==> src/rtl/ibd_pkg.sv <==
package ibd_pkg;

  typedef enum logic [2:0] {
    ST_OPC  = 3'd0,
    ST_SRC  = 3'd1,
    ST_DST  = 3'd2,
    ST_IMM  = 3'd3,
    ST_HOLD = 3'd4
  } dec_state_e;

  typedef struct packed {
    logic       legal;
    logic [1:0] nparams;
    logic       src_imm;
    logic       src_ptr;
  } op_class_t;

  localparam logic [4:0] BASE_HALT     = 5'h00;
  localparam logic [4:0] BASE_STORE    = 5'h02;
  localparam logic [4:0] BASE_UNARY_LO = 5'h11;
  localparam logic [4:0] BASE_UNARY_HI = 5'h13;
  localparam logic [4:0] BASE_PORTIMM  = 5'h14;
  localparam logic [4:0] BASE_FLOW_LO  = 5'h15;
  localparam logic [4:0] BASE_FLOW_HI  = 5'h1D;

endpackage

==> src/rtl/ibd_opclass.sv <==
module ibd_opclass
  import ibd_pkg::*;
(
  input  logic [7:0] opcode,
  output op_class_t  cls
);

  logic [4:0] base;
  logic       flagged;

  assign base    = opcode[4:0];
  assign flagged = opcode[7] | opcode[6];

  always_comb begin
    cls = '0;
    if (!opcode[5]) begin
      cls.legal   = 1'b1;
      cls.src_imm = opcode[6];
      cls.src_ptr = opcode[7];
      if (base == BASE_HALT) begin
        cls.legal   = !flagged;
        cls.nparams = 2'd0;
      end else if (base == BASE_STORE) begin
        cls.legal   = !flagged;
        cls.nparams = 2'd2;
      end else if (base >= BASE_UNARY_LO && base <= BASE_UNARY_HI) begin
        cls.legal   = !flagged;
        cls.nparams = 2'd1;
      end else if (base == BASE_PORTIMM) begin
        cls.legal = 1'b0;
      end else if (base >= BASE_FLOW_LO && base <= BASE_FLOW_HI) begin
        cls.nparams = 2'd1;
      end else begin
        cls.nparams = 2'd2;
      end
    end else begin
      cls.legal = 1'b1;
      case (opcode)
        8'h27, 8'h28, 8'h29, 8'h30,
        8'h31, 8'h32, 8'hAA, 8'hFF: cls.nparams = 2'd0;
        8'h20, 8'h22, 8'h24, 8'h26: cls.nparams = 2'd1;
        8'h60, 8'h64: begin
          cls.nparams = 2'd1;
          cls.src_imm = 1'b1;
        end
        8'h23, 8'h25: cls.nparams = 2'd2;
        8'h63, 8'h65: begin
          cls.nparams = 2'd2;
          cls.src_imm = 1'b1;
        end
        default: cls.legal = 1'b0;
      endcase
    end
    if (!cls.legal) begin
      cls.nparams = 2'd0;
      cls.src_imm = 1'b0;
      cls.src_ptr = 1'b0;
    end
  end

endmodule

==> src/rtl/ibd_desc_check.sv <==
module ibd_desc_check #(
  parameter int IMM_BYTES = 8
) (
  input  logic [3:0] desc,
  output logic       ok,
  output logic [1:0] size_code
);

  int unsigned nbytes;

  always_comb begin
    size_code = desc[1:0];
    nbytes    = 32'd1 << desc[1:0];
    ok        = !desc[3] && !desc[2] && (nbytes <= IMM_BYTES);
  end

endmodule

==> src/rtl/ibd_imm_gather.sv <==
module ibd_imm_gather #(
  parameter int IMM_BYTES = 8,
  localparam int IDX_W = (IMM_BYTES > 1) ? $clog2(IMM_BYTES) : 1
) (
  input  logic                   clk,
  input  logic                   rst,
  input  logic                   clear,
  input  logic                   load,
  input  logic [IDX_W-1:0]       lane,
  input  logic [7:0]             din,
  output logic [8*IMM_BYTES-1:0] value
);

  for (genvar i = 0; i < IMM_BYTES; i++) begin : g_lane
    logic [7:0] lane_q;
    always_ff @(posedge clk) begin
      if (rst || clear) begin
        lane_q <= 8'h00;
      end else if (load && lane == IDX_W'(i)) begin
        lane_q <= din;
      end
    end
    assign value[8*i +: 8] = lane_q;
  end

endmodule

==> src/rtl/instr_byte_decoder.sv <==
module instr_byte_decoder
  import ibd_pkg::*;
#(
  parameter int IMM_BYTES = 8,
  localparam int IMM_W = 8 * IMM_BYTES,
  localparam int LEN_W = $clog2(IMM_BYTES + 4)
) (
  input  logic             clk,
  input  logic             rst,
  input  logic             in_valid,
  output logic             in_ready,
  input  logic [7:0]       in_byte,
  output logic             out_valid,
  input  logic             out_ready,
  output logic [7:0]       out_opcode,
  output logic             out_illegal,
  output logic             out_src_imm,
  output logic             out_src_ptr,
  output logic [1:0]       out_param_cnt,
  output logic [3:0]       out_src_reg,
  output logic [3:0]       out_src_sub,
  output logic [3:0]       out_dst_reg,
  output logic [3:0]       out_dst_sub,
  output logic             out_has_imm,
  output logic [1:0]       out_imm_size,
  output logic [IMM_W-1:0] out_imm,
  output logic [LEN_W-1:0] out_length
);

  localparam int IDX_W = (IMM_BYTES > 1) ? $clog2(IMM_BYTES) : 1;

  dec_state_e       state_q;
  op_class_t        cls_now;
  logic             desc_ok;
  logic [1:0]       desc_code;
  logic [IDX_W-1:0] lane_q;
  logic [IDX_W-1:0] lane_last;
  logic             take;

  logic [7:0]       op_q;
  logic             ill_q, simm_q, sptr_q, has_q;
  logic [1:0]       np_q, size_q;
  logic [3:0]       sreg_q, ssub_q, dreg_q, dsub_q;
  logic [LEN_W-1:0] len_q;

  assign in_ready  = (state_q != ST_HOLD);
  assign out_valid = (state_q == ST_HOLD);
  assign take      = in_valid && in_ready;
  assign lane_last = IDX_W'((32'd1 << size_q) - 32'd1);

  ibd_opclass u_class (
    .opcode (in_byte),
    .cls    (cls_now)
  );

  ibd_desc_check #(.IMM_BYTES(IMM_BYTES)) u_desc (
    .desc      (in_byte[3:0]),
    .ok        (desc_ok),
    .size_code (desc_code)
  );

  ibd_imm_gather #(.IMM_BYTES(IMM_BYTES)) u_imm (
    .clk   (clk),
    .rst   (rst),
    .clear (take && state_q == ST_OPC),
    .load  (take && state_q == ST_IMM),
    .lane  (lane_q),
    .din   (in_byte),
    .value (out_imm)
  );

  always_ff @(posedge clk) begin
    if (rst) begin
      state_q <= ST_OPC;
      op_q    <= 8'h00;
      ill_q   <= 1'b0;
      simm_q  <= 1'b0;
      sptr_q  <= 1'b0;
      has_q   <= 1'b0;
      np_q    <= 2'd0;
      size_q  <= 2'd0;
      sreg_q  <= 4'h0;
      ssub_q  <= 4'h0;
      dreg_q  <= 4'h0;
      dsub_q  <= 4'h0;
      len_q   <= '0;
      lane_q  <= '0;
    end else begin
      case (state_q)
        ST_OPC: if (in_valid) begin
          op_q   <= in_byte;
          len_q  <= LEN_W'(1);
          sreg_q <= 4'h0;
          ssub_q <= 4'h0;
          dreg_q <= 4'h0;
          dsub_q <= 4'h0;
          size_q <= 2'd0;
          has_q  <= 1'b0;
          lane_q <= '0;
          ill_q  <= !cls_now.legal;
          np_q   <= cls_now.nparams;
          simm_q <= cls_now.src_imm;
          sptr_q <= cls_now.src_ptr;
          if (!cls_now.legal || cls_now.nparams == 2'd0) begin
            state_q <= ST_HOLD;
          end else begin
            state_q <= ST_SRC;
          end
        end
        ST_SRC: if (in_valid) begin
          len_q <= len_q + LEN_W'(1);
          if (simm_q) begin
            if (!desc_ok) begin
              ill_q   <= 1'b1;
              state_q <= ST_HOLD;
            end else begin
              size_q  <= desc_code;
              has_q   <= 1'b1;
              state_q <= (np_q == 2'd2) ? ST_DST : ST_IMM;
            end
          end else begin
            sreg_q  <= in_byte[7:4];
            ssub_q  <= in_byte[3:0];
            state_q <= (np_q == 2'd2) ? ST_DST : ST_HOLD;
          end
        end
        ST_DST: if (in_valid) begin
          len_q   <= len_q + LEN_W'(1);
          dreg_q  <= in_byte[7:4];
          dsub_q  <= in_byte[3:0];
          state_q <= simm_q ? ST_IMM : ST_HOLD;
        end
        ST_IMM: if (in_valid) begin
          len_q  <= len_q + LEN_W'(1);
          lane_q <= lane_q + IDX_W'(1);
          if (lane_q == lane_last) begin
            state_q <= ST_HOLD;
          end
        end
        ST_HOLD: if (out_ready) begin
          state_q <= ST_OPC;
        end
        default: state_q <= ST_OPC;
      endcase
    end
  end

  assign out_opcode    = op_q;
  assign out_illegal   = ill_q;
  assign out_src_imm   = simm_q;
  assign out_src_ptr   = sptr_q;
  assign out_param_cnt = np_q;
  assign out_src_reg   = sreg_q;
  assign out_src_sub   = ssub_q;
  assign out_dst_reg   = dreg_q;
  assign out_dst_sub   = dsub_q;
  assign out_has_imm   = has_q;
  assign out_imm_size  = size_q;
  assign out_length    = len_q;

endmodule

==> config.mk <==
export PLATFORM = sky130hd
export DESIGN_NAME = instr_byte_decoder
export DESIGN_NICKNAME = d
export VERILOG_FILES = /design/src/rtl/ibd_pkg.sv /design/src/rtl/ibd_opclass.sv /design/src/rtl/ibd_desc_check.sv /design/src/rtl/ibd_imm_gather.sv /design/src/rtl/instr_byte_decoder.sv
export SDC_FILE = /design/constraint.sdc
export NUM_CORES = 1
export LEC_CHECK = 0
export BUFFER_PORTS_ARGS = -buffer_cell sky130_fd_sc_hd__buf_2
export CORE_MARGIN = 4
export CORE_UTILIZATION = 49
export CTS_BUF_LIST = sky130_fd_sc_hd__clkbuf_8 sky130_fd_sc_hd__clkbuf_16
export CTS_CLUSTER_SIZE = 24
export DETAILED_ROUTE_END_ITERATION = 7
export HOLD_SLACK_MARGIN = 0.02
export PLACE_DENSITY = 0.85
export SLEW_MARGIN = 25
export SYNTH_ARGS = -nofsm -noshare
export SYNTH_HDL_FRONTEND = slang
export SYNTH_HIERARCHICAL = 1
export SYNTH_SLANG_ARGS = --single-unit
==> constraint.sdc <==
create_clock -name clk -period 1.9 [get_ports clk]
set_input_delay 0.19 -clock clk [delete_from_list [all_inputs] [get_ports clk]]
set_output_delay 0.19 -clock clk [all_outputs]
set_load 0.05 [all_outputs]
==> results.cfg, run 1 <==
[critical_path]
startpoint = in_byte[2]
crit_path_end_kind = flop
crit_path_end = state_q[0]$_SDFFE_PP0P_
path_max_fanout = 4
path_cells = buf_2 > or3b_1 > a2111oi_2 > a311oi_1 > o2111ai_2 > o21a_1 > nor2_1 > o22ai_2 > a21oi_1 > a311oi_1
reg2reg_from = state_q[2]$_SDFFE_PP0P_
slowest_delay_ns = 0.41
cp_slowest_cell = or3b_1
cp.depth = 10
crit_top_cell = a311oi_1
cp_num_buf_inv = 1
startpoint_type = input port
r2r-end = u_imm/g_lane[6].lane_q[7]$_SDFFE_PP0P_
crit_family = compound AO/OA/AOI/OAI gates
crit_arrival_ns = 2.12
reg2reg_depth = 7
criticalPathCategory = input port to flop
crit_required_ns = 2.19
r2r_slack_ns = 0.10

[power]
peakVddDrop_mv = 0.574
powerDensity_nw_per_um2 = 736
p_leak_nw = 2.92

[layout]
area_growth_pct = 20.8
largest-register = u_imm/g_lane.lane_q
layout_common_cells = 113 x buf_2, 106 x dfxtp_1, 67 x mux2i_1
largest_reg_flops = 64
post_route_cells_drive_above_1_share = 0.385
nets = 656
final_util = 0.615
layout_commonest_cell = buf_2
n_fill_cell = 816

[timing]
min_period_over_period = 0.964
setup_viol = 0
finalCriticalPeriod_ns = 1.83
drv_slew = 0
rsz0062_at_grt = yes
tns_ns = 0
fmax_mhz = 546
worst_slew_pin_slew_ns = 0.534
hold_viol_final = 0
final.setup.worst_slack_ns = 0.0690
relSlewSlack = 0.643
finalClockSkew_ns = 0.0143

[detailed_routing]
wl_per_cell_microns = 17.3
routed_wl_microns = 13500
antenna_left = 0
dr.pass1.iters = 5
drtIter0Drc = 255
drc = 0
viasPerCell = 5.58
vias = 4357

[clock_tree]
cts_made_buffers = 9
cts_sinks = 106
cts_setup_buffers = 0
clockBufferDepth = 2
postCtsHoldBufs = 0
cts_root_buf = clkbuf_8
clk_pin_slew_ns = 0.11
clkLatencyLatePin_ns = 0.37
cts_tree = done
htreeDepth = 3

[flow_run]
maxCapViolCount = 0

[global_route]
grt_pass1_vias = 4246
track_usage = 0.223
grt_max_degree = 83
antenna_found_initial = 1
overflow = 0
grt_pass1_wl_microns = 21300

[logic_synthesis]
synth_top_area_share = 0.421
synthArstFlopShare = 0
synthCells = 531
synth_nets = 545
yosysWarnings = 6
avgSynthCellArea_sq_um = 9.50
synth_largest_area_cell = dfxtp_1
ys_seq_area_frac = 0.421
synth_ff_type = dfxtp_1
syn_area_sq_um = 5040
synthDistinctLibCells = 66
synth.ff_latch_count = 106
synth-edff-count = 0
synthTopCellsByArea = dfxtp_1 42%, mux2i_1 13%, or3b_2 9.4%

[placement]
post-place-ws_ns = -0.287
place.gp.congestion = 0.830
dp_hpwl_microns = 9450
port_buffers = 113

[hold_path]
worstHoldPathCells = 4
min_path_type = input port to flop

[run_status]
status = completed

[floorplanning]
num_io_pins = 114
die_area_sq_um = 12000
die_x_microns = 109
core_area_sq_um = 9910
dieHeight_microns = 109
start_util = 0.509
num_rows = 36
## metrics by stage
stage               cells  power [mW]  hold WS, ns  instance area [sq um]
floorplan             531        2.87        0.326                   5070
global placement      764        3.10        0.439                   5870
detailed placement    764        3.11        0.443                   5870
CTS                   780        4.50        0.207                   6070
global route          781        4.67        0.221                   6090
finish                781        4.49        0.221                   6090
## where the power goes
part / internal [mW] / leakage [nW] / switching (mW)
Sequential: 2.26 / 0.856 / 0.0305
Clock: 0.529 / 0.0990 / 0.878
Combinational: 0.238 / 1.96 / 0.548
## final cells by class
class,instances,area (sq um),area share
diodes,1,2.50,0.000411
clock buffers,9,124,0.0203
clock inverters,7,75.1,0.0123
inverters,8,30.0,0.00493
multi-input cells,361,2650,0.435
flip-flops and latches,106,2120,0.348
well taps,133,166,0.0273
repair buffers,156,926,0.152
## layer usage
layer / global-route usage / vias up / part of all wire
li1: - / 2096 / -
met1: 0.286 / 2065 / 0.43
met2: 0.371 / 177 / 0.48
met3: 0.0552 / 19 / 0.076
met4: 0.0623 / 0 / 0.016
met5: 0 / - / 0
## cells in the mapped netlist, drive strengths merged, types with 2 or more instances
master,n
a211oi,4
a21o,2
a21oi,38
a311oi,4
and2,3
buf,33
clkbuf,23
dfxtp,106
ha,2
inv,8
mux2i,67
nand2,52
nand2b,7
nand3,23
nand3b,3
nand4,4
nand4b,4
nor2,16
nor2b,4
nor3,5
nor3b,3
o21ai,9
o22ai,2
or2,2
or3b,74
or4b,3
or4bb,2
xor2,3
## worst register-to-register path: stages (launching register included)
cell and delay (ns):
dfxtp_1 0.35, buf_4 0.18, nor2b_1 0.09, nand2_2 0.08, inv_2 0.09, buf_4 0.26
or3b_2 0.52, mux2i_1 0.17
## worst min path at each step
stage / start / end
2_1_floorplan: in_byte[0] / out_opcode[0]$_SDFFE_PP0P_
3_3_place_gp: out_src_sub[2]$_SDFFE_PP0P_ / out_src_sub[2]$_SDFFE_PP0P_
3_5_place_dp: out_src_sub[3]$_SDFFE_PP0P_ / out_src_sub[3]$_SDFFE_PP0P_
4_1_cts: in_byte[3] / out_opcode[3]$_SDFFE_PP0P_
5_1_grt: in_byte[2] / out_src_sub[2]$_SDFFE_PP0P_
6_report: in_byte[3] / out_opcode[3]$_SDFFE_PP0P_
## kinds of logic (layout without fill, tap and decap cells)
group / Yosys count / count (layout) / synth area share
multiplexers: 68 / 68 / 0.135
buffers and inverters: 64 / 180 / 0.0630
other: 0 / 1 / 0
AND/OR/NAND/NOR: 215 / 215 / 0.277
AO/OA/AOI/OAI: 72 / 72 / 0.0925
adder cells (fa/ha/maj): 2 / 2 / 0.00496
flip-flops: 106 / 106 / 0.421
XOR/XNOR: 4 / 4 / 0.00695
## what timing repair did
| item | 4_1_cts | 5_1_grt |
|---|---|---|
| gates resized for setup | 0 | 6 |
| setup endpoints to repair | 0 | 3 |
| hold endpoints to repair | 0 | 0 |
Note: power is estimated with default switching activity, not from simulation.
==> run 2: changes to the inputs <==
--- a/config.mk
+++ b/config.mk
@@ -6,12 +6,12 @@
 export NUM_CORES = 1
 export LEC_CHECK = 0
 export BUFFER_PORTS_ARGS = -buffer_cell sky130_fd_sc_hd__buf_2
-export CORE_MARGIN = 4
 export CORE_UTILIZATION = 49
 export CTS_BUF_LIST = sky130_fd_sc_hd__clkbuf_8 sky130_fd_sc_hd__clkbuf_16
 export CTS_CLUSTER_SIZE = 24
 export DETAILED_ROUTE_END_ITERATION = 7
 export HOLD_SLACK_MARGIN = 0.02
+export MAX_ROUTING_LAYER = met4
 export PLACE_DENSITY = 0.85
 export SLEW_MARGIN = 25
 export SYNTH_ARGS = -nofsm -noshare
==> results.cfg, run 2 (synthesized netlist as in run 1, its figures left out) <==
[timing]
drv_slew = 0
worst_slew_pin_slew_ns = 0.458
finalClockSkew_ns = 0.0141
relSlewSlack = 0.693
rsz0062_at_grt = yes
hold_viol_final = 0
setup_viol = 0
finalCriticalPeriod_ns = 1.78
tns_ns = 0
min_period_over_period = 0.934
fmax_mhz = 563

[floorplanning]
start_util = 0.511
num_rows = 36
core_area_sq_um = 9860
num_io_pins = 114
dieHeight_microns = 103
die_x_microns = 103
die_area_sq_um = 10700

[placement]
placed_area_sq_um = 5890
dp.cells = 770
place.gp.congestion = 0.906
dp_hpwl_microns = 9150
port_buffers = 113

[global_route]
grt_pass1_vias = 4188
antenna_found_initial = 0
grt_pass1_wl_microns = 20500
track_usage = 0.255
grt_max_degree = 47
overflow = 0

[flow_run]
maxCapViolCount = 0

[clock_tree]
cts_tree = done
clkLatencyLatePin_ns = 0.37
clk_pin_slew_ns = 0.10
clockBufferDepth = 2
cts_sinks = 106
htreeDepth = 3
cts_made_buffers = 9
cts_root_buf = clkbuf_8

[hold_path]
min_path_type = input port to flop

[run_status]
status = completed

[detailed_routing]
vias = 4366
drc = 0
dr.pass1.iters = 4
drtIter0Drc = 154
antenna_left = 0
viasPerCell = 5.55
routed_wl_microns = 13000
wl_per_cell_microns = 16.6

[layout]
layout_commonest_cell = buf_2
post_route_cells_drive_above_1_share = 0.392
ff_latch_area_sq_um = 2120
largest-register = u_imm/g_lane.lane_q
n_fill_cell = 802
layout_common_cells = 113 x buf_2, 106 x dfxtp_1, 67 x mux2i_1
multi_input_area_sq_um = 2670
instances_no_fill = 786
fin_area_sq_um = 6140
nets = 662
area_growth_pct = 21.8
num_antenna_cells = 0
largest_reg_flops = 64

[power]
power_switching_mw = 1.40
seq_power_share = 0.506
p_total_mw = 4.54
p_int_mw = 3.14
peakVddDrop_mv = 0.527
pwr-share-comb = 0.175
p_leak_nw = 2.94
swShare = 0.308
powerDensity_nw_per_um2 = 739
p_clk_frac = 0.319

[critical_path]
cp_slowest_cell = or4_4
path_max_fanout = 4
crit_path_end_kind = flop
path_cells = buf_2 > or4_4 > o21ai_1 > o221ai_1 > o2111ai_2 > and2_1 > nor2_2 > o22ai_2 > nand2_1 > a311oi_2
slowest_delay_ns = 0.56
criticalPathCategory = input port to flop
crit_required_ns = 2.19
crit_arrival_ns = 2.07
startpoint_type = input port
==> run 2: worst paths after layout <==
kind / to / cells after the start / from / slack, ns
min: out_src_reg[1]$_SDFFE_PP0P_ / 3 / in_byte[5] / 0.13
min reg2reg: out_src_reg[3]$_SDFFE_PP0P_ / 2 / out_src_reg[3]$_SDFFE_PP0P_ / 0.46
max: state_q[0]$_SDFFE_PP0P_ / 10 / in_byte[7] / 0.12
max reg2reg: u_imm/g_lane[1].lane_q[2]$_SDFFE_PP0P_ / 5 / state_q[2]$_SDFFE_PP0P_ / 0.14
==> run 2: power groups by stage <==
stage	Combinational, mW	Sequential (mW)	Clock (mW)
6_report	0.795	2.30	1.45
5_1_grt	0.855	2.30	1.56
4_1_cts	0.777	2.30	1.49
3_5_place_dp	0.773	2.35	0
3_3_place_gp	0.755	2.35	0
2_1_floorplan	0.417	2.46	0
==> run 2: repair_timing <==
item / in CTS / in global routing
gates resized for setup: 0 / 9
hold buffers: 0 / 0
buffers inserted: 0 / 0
setup endpoints to repair: 0 / 10
==> run 2: through the flow <==
step	hold WS (ns)	worst slack (ns)	utilization
6_report	0.132	0.125	0.623
5_1_grt	0.139	0.00355	0.623
4_1_cts	0.113	0.0246	0.618
3_5_place_dp	0.446	-0.272	0.597
3_3_place_gp	0.439	-0.246	0.597
2_1_floorplan	0.326	-0.0194	-
==> run 2: cell type report <==
class | instances | share of cell area
clock inverters | 7 | 0.0141
multi-input cells | 361 | 0.435
inverters | 8 | 0.00489
well taps | 133 | 0.0271
clock buffers | 9 | 0.0202
repair buffers | 162 | 0.154
flip-flops and latches | 106 | 0.345
==> run 2: layer usage <==
| metal | track usage | wire length (microns) | share of wire |
|---|---|---|---|
| met1 | 0.310 | 5630 | 0.43 |
| met2 | 0.413 | 6210 | 0.48 |
| met3 | 0.0699 | 1020 | 0.078 |
| met4 | 0.0726 | 166 | 0.013 |
| met5 | - | 0 | 0 |
==> run 2: worst max-delay path, delay by kind of cell <==
| kind | cells | cell delay (ns) |
|---|---|---|
| simple gates | 4 | 0.90 |
| compound gates | 5 | 0.83 |
| buf+inv | 1 | 0.13 |
==> run 3: changes to the inputs <==
--- a/config.mk
+++ b/config.mk
@@ -5,14 +5,17 @@
 export SDC_FILE = /design/constraint.sdc
 export NUM_CORES = 1
 export LEC_CHECK = 0
+export ABC_AREA = 1
 export BUFFER_PORTS_ARGS = -buffer_cell sky130_fd_sc_hd__buf_2
-export CORE_UTILIZATION = 49
+export CORE_UTILIZATION = 48
 export CTS_BUF_LIST = sky130_fd_sc_hd__clkbuf_8 sky130_fd_sc_hd__clkbuf_16
 export CTS_CLUSTER_SIZE = 24
 export DETAILED_ROUTE_END_ITERATION = 7
+export GPL_TIMING_DRIVEN = 0
 export HOLD_SLACK_MARGIN = 0.02
 export MAX_ROUTING_LAYER = met4
-export PLACE_DENSITY = 0.85
+export PLACE_DENSITY = 0.84
+export REMOVE_ABC_BUFFERS = 1
 export SLEW_MARGIN = 25
 export SYNTH_ARGS = -nofsm -noshare
 export SYNTH_HDL_FRONTEND = slang
==> results.cfg, run 3 <==
[logic_synthesis]
synth_ff_type = dfxtp_1
synth_largest_area_cell = dfxtp_1
synthArstFlopShare = 0
yosysWarnings = 6
synthTopCellsByArea = dfxtp_1 44%, nor2_1 15%, nand2_1 11%
ys_seq_area_frac = 0.442
post-synth-top-count-cell = nor2_1
syn_area_sq_um = 4800
synth.ff_latch_count = 106
synth-edff-count = 0
synth_top_area_share = 0.442
synthDistinctLibCells = 29
synthCells = 711
synth_commonest_cells = 195 x nor2_1, 142 x nand2_1, 106 x dfxtp_1
avgSynthCellArea_sq_um = 6.76

[critical_path]
cp_slowest_cell = dfxtp_1
startpoint_type = flop
crit_family = simple AND/OR/NAND/NOR gates
crit_required_ns = 2.19
path_cells = inv_1 > nand2_4 > nor2_2 > nand2_1 > inv_2 > inv_1 > nor2_4 > buf_12 > nand3_1 > nand2_1 > nor2_1
path_max_fanout = 15
crit_arrival_ns = 2.03
cp_num_buf_inv = 4
slowest_delay_ns = 0.35
criticalPathCategory = flop to flop
crit_path_end_kind = flop

[timing]
min_period_over_period = 0.913
setup_viol = 0
worst_slew_pin_slew_ns = 0.762
finalCriticalPeriod_ns = 1.73
relSlewSlack = 0.491
rsz0062_at_grt = no
fmax_mhz = 576
drv_slew = 0
hold_viol_final = 0
finalClockSkew_ns = 0.0149

[global_route]
grt_max_degree = 32
grt_pass1_wl_microns = 19700
track_usage = 0.250
antenna_found_initial = 0
overflow = 0
grt_pass1_vias = 4277

[clock_tree]
cts_sinks = 106
cts_made_buffers = 9
cts_root_buf = clkbuf_8
htreeDepth = 3
clkLatencyLatePin_ns = 0.38
cts_tree = done
clockBufferDepth = 2
clk_pin_slew_ns = 0.12

[power]
seq_power_share = 0.443
powerDensity_nw_per_um2 = 971
p_clk_frac = 0.246
peakVddDrop_mv = 0.765
swShare = 0.408
power_switching_mw = 2.32
pwr-share-comb = 0.311
p_leak_nw = 2.67
p_int_mw = 3.37

[floorplanning]
dieHeight_microns = 102
num_rows = 36
num_io_pins = 114
start_util = 0.494
die_x_microns = 102
core_area_sq_um = 9730
die_area_sq_um = 10400

[flow_run]
maxCapViolCount = 0

[placement]
port_buffers = 113
dp_hpwl_microns = 8090
dp.cells = 933
place.gp.congestion = 0.882

[layout]
layout_commonest_cell = nor2_1
n_fill_cell = 939
area_growth_pct = 22.1
largest-register = u_imm/g_lane.lane_q
largest_reg_flops = 64
post_route_cells_drive_above_1_share = 0.238
layout_common_cells = 186 x nor2_1, 140 x nand2_1, 113 x buf_2
nets = 837
num_antenna_cells = 0
instances_no_fill = 961
final_util = 0.603

[detailed_routing]
dr.pass1.iters = 5
drtIter0Drc = 375
routed_wl_microns = 12600
wl_per_cell_microns = 13.1
antenna_left = 0
drc = 0
vias = 4927
viasPerCell = 5.13

[hold_path]
min_path_type = input port to flop

[run_status]
status = completed
run 3: path summary, 6_finish.rpt:
path / from / to / slack [ns] / cells past startpoint
worst min register to register: out_length[3]$_SDFFE_PP0P_ / out_length[3]$_SDFFE_PP0P_ / 0.48 / 1
worst max register to register: state_q[2]$_SDFFE_PP0P_ / u_imm/g_lane[2].lane_q[0]$_SDFFE_PP0P_ / 0.17 / 11
worst max-delay path: state_q[2]$_SDFFE_PP0P_ / u_imm/g_lane[2].lane_q[0]$_SDFFE_PP0P_ / 0.17 / 11
worst min-delay path: out_ready / state_q[2]$_SDFFE_PP0P_ / 0.13 / 4
run 3: worst min-delay path: cells and delay by family:
family                 cells  cell delay, ns
and+or+nand+nor            1            0.09
AOI/OAI and AO/OA          1            0.07
buffers and inverters      2            0.11
run 3: per-layer routing:
metal	vias up	track usage	part of all wire
met5	-	-	0
met4	0	0.0989	0.021
met3	23	0.0472	0.073
met2	199	0.394	0.47
met1	2219	0.316	0.44
li1	2486	-	-
run 3: timing repair:
action / 4_1_cts / 5_1_grt
resized for setup: 11 / 12
gates cloned: 2 / 0
setup endpoints to repair: 77 / 76
buffers inserted: 5 / 5
pin swaps: 1 / 5
hold buffers: 0 / 0
run 3: final cells by class:
class,instances,area (sq um),area share
clock buffer,9,124,0.0211
tap,133,166,0.0284
timing repair buffer,125,733,0.125
sequential,106,2130,0.362
timing repair inverter,1,7.51,0.00128
multi-input combinational,531,2430,0.415
inverter,49,190,0.0324
clock inverter,7,85.1,0.0145
run 3: kinds of logic after synthesis:
logic type | count (synthesis) | synth area share
AND/OR/NAND/NOR | 457 | 0.407
AO/OA/AOI/OAI | 71 | 0.0776
adder cells (fa/ha/maj) | 2 | 0.00521
flip-flops | 106 | 0.442
buffers and inverters | 75 | 0.0690
run 3: power by group through the flow:
stage	Clock [mW]	Combinational, mW	Sequential (mW)
after floorplan	0	0.786	3.07
after global placement	0	1.68	2.57
after detailed placement	0	1.74	2.56
after CTS	1.42	1.74	2.52
after global routing	1.52	1.93	2.55
final	1.40	1.77	2.53
run 3: per-stage QoR:
step	cell area [sq um]	hold slack (ns)	worst slack (ns)	setup TNS, ns	power [mW]
after detailed placement	5460	0.454	-0.457	-24.86	4.30
after global placement	5390	0.438	-1.38	-84.93	4.25
after global routing	5870	0.144	0.00510	0	6.01
after CTS	5750	0.123	0.0127	0	5.68
final	5870	0.133	0.165	0	5.70
after floorplan	4660	0.259	-0.554	-34.83	3.86
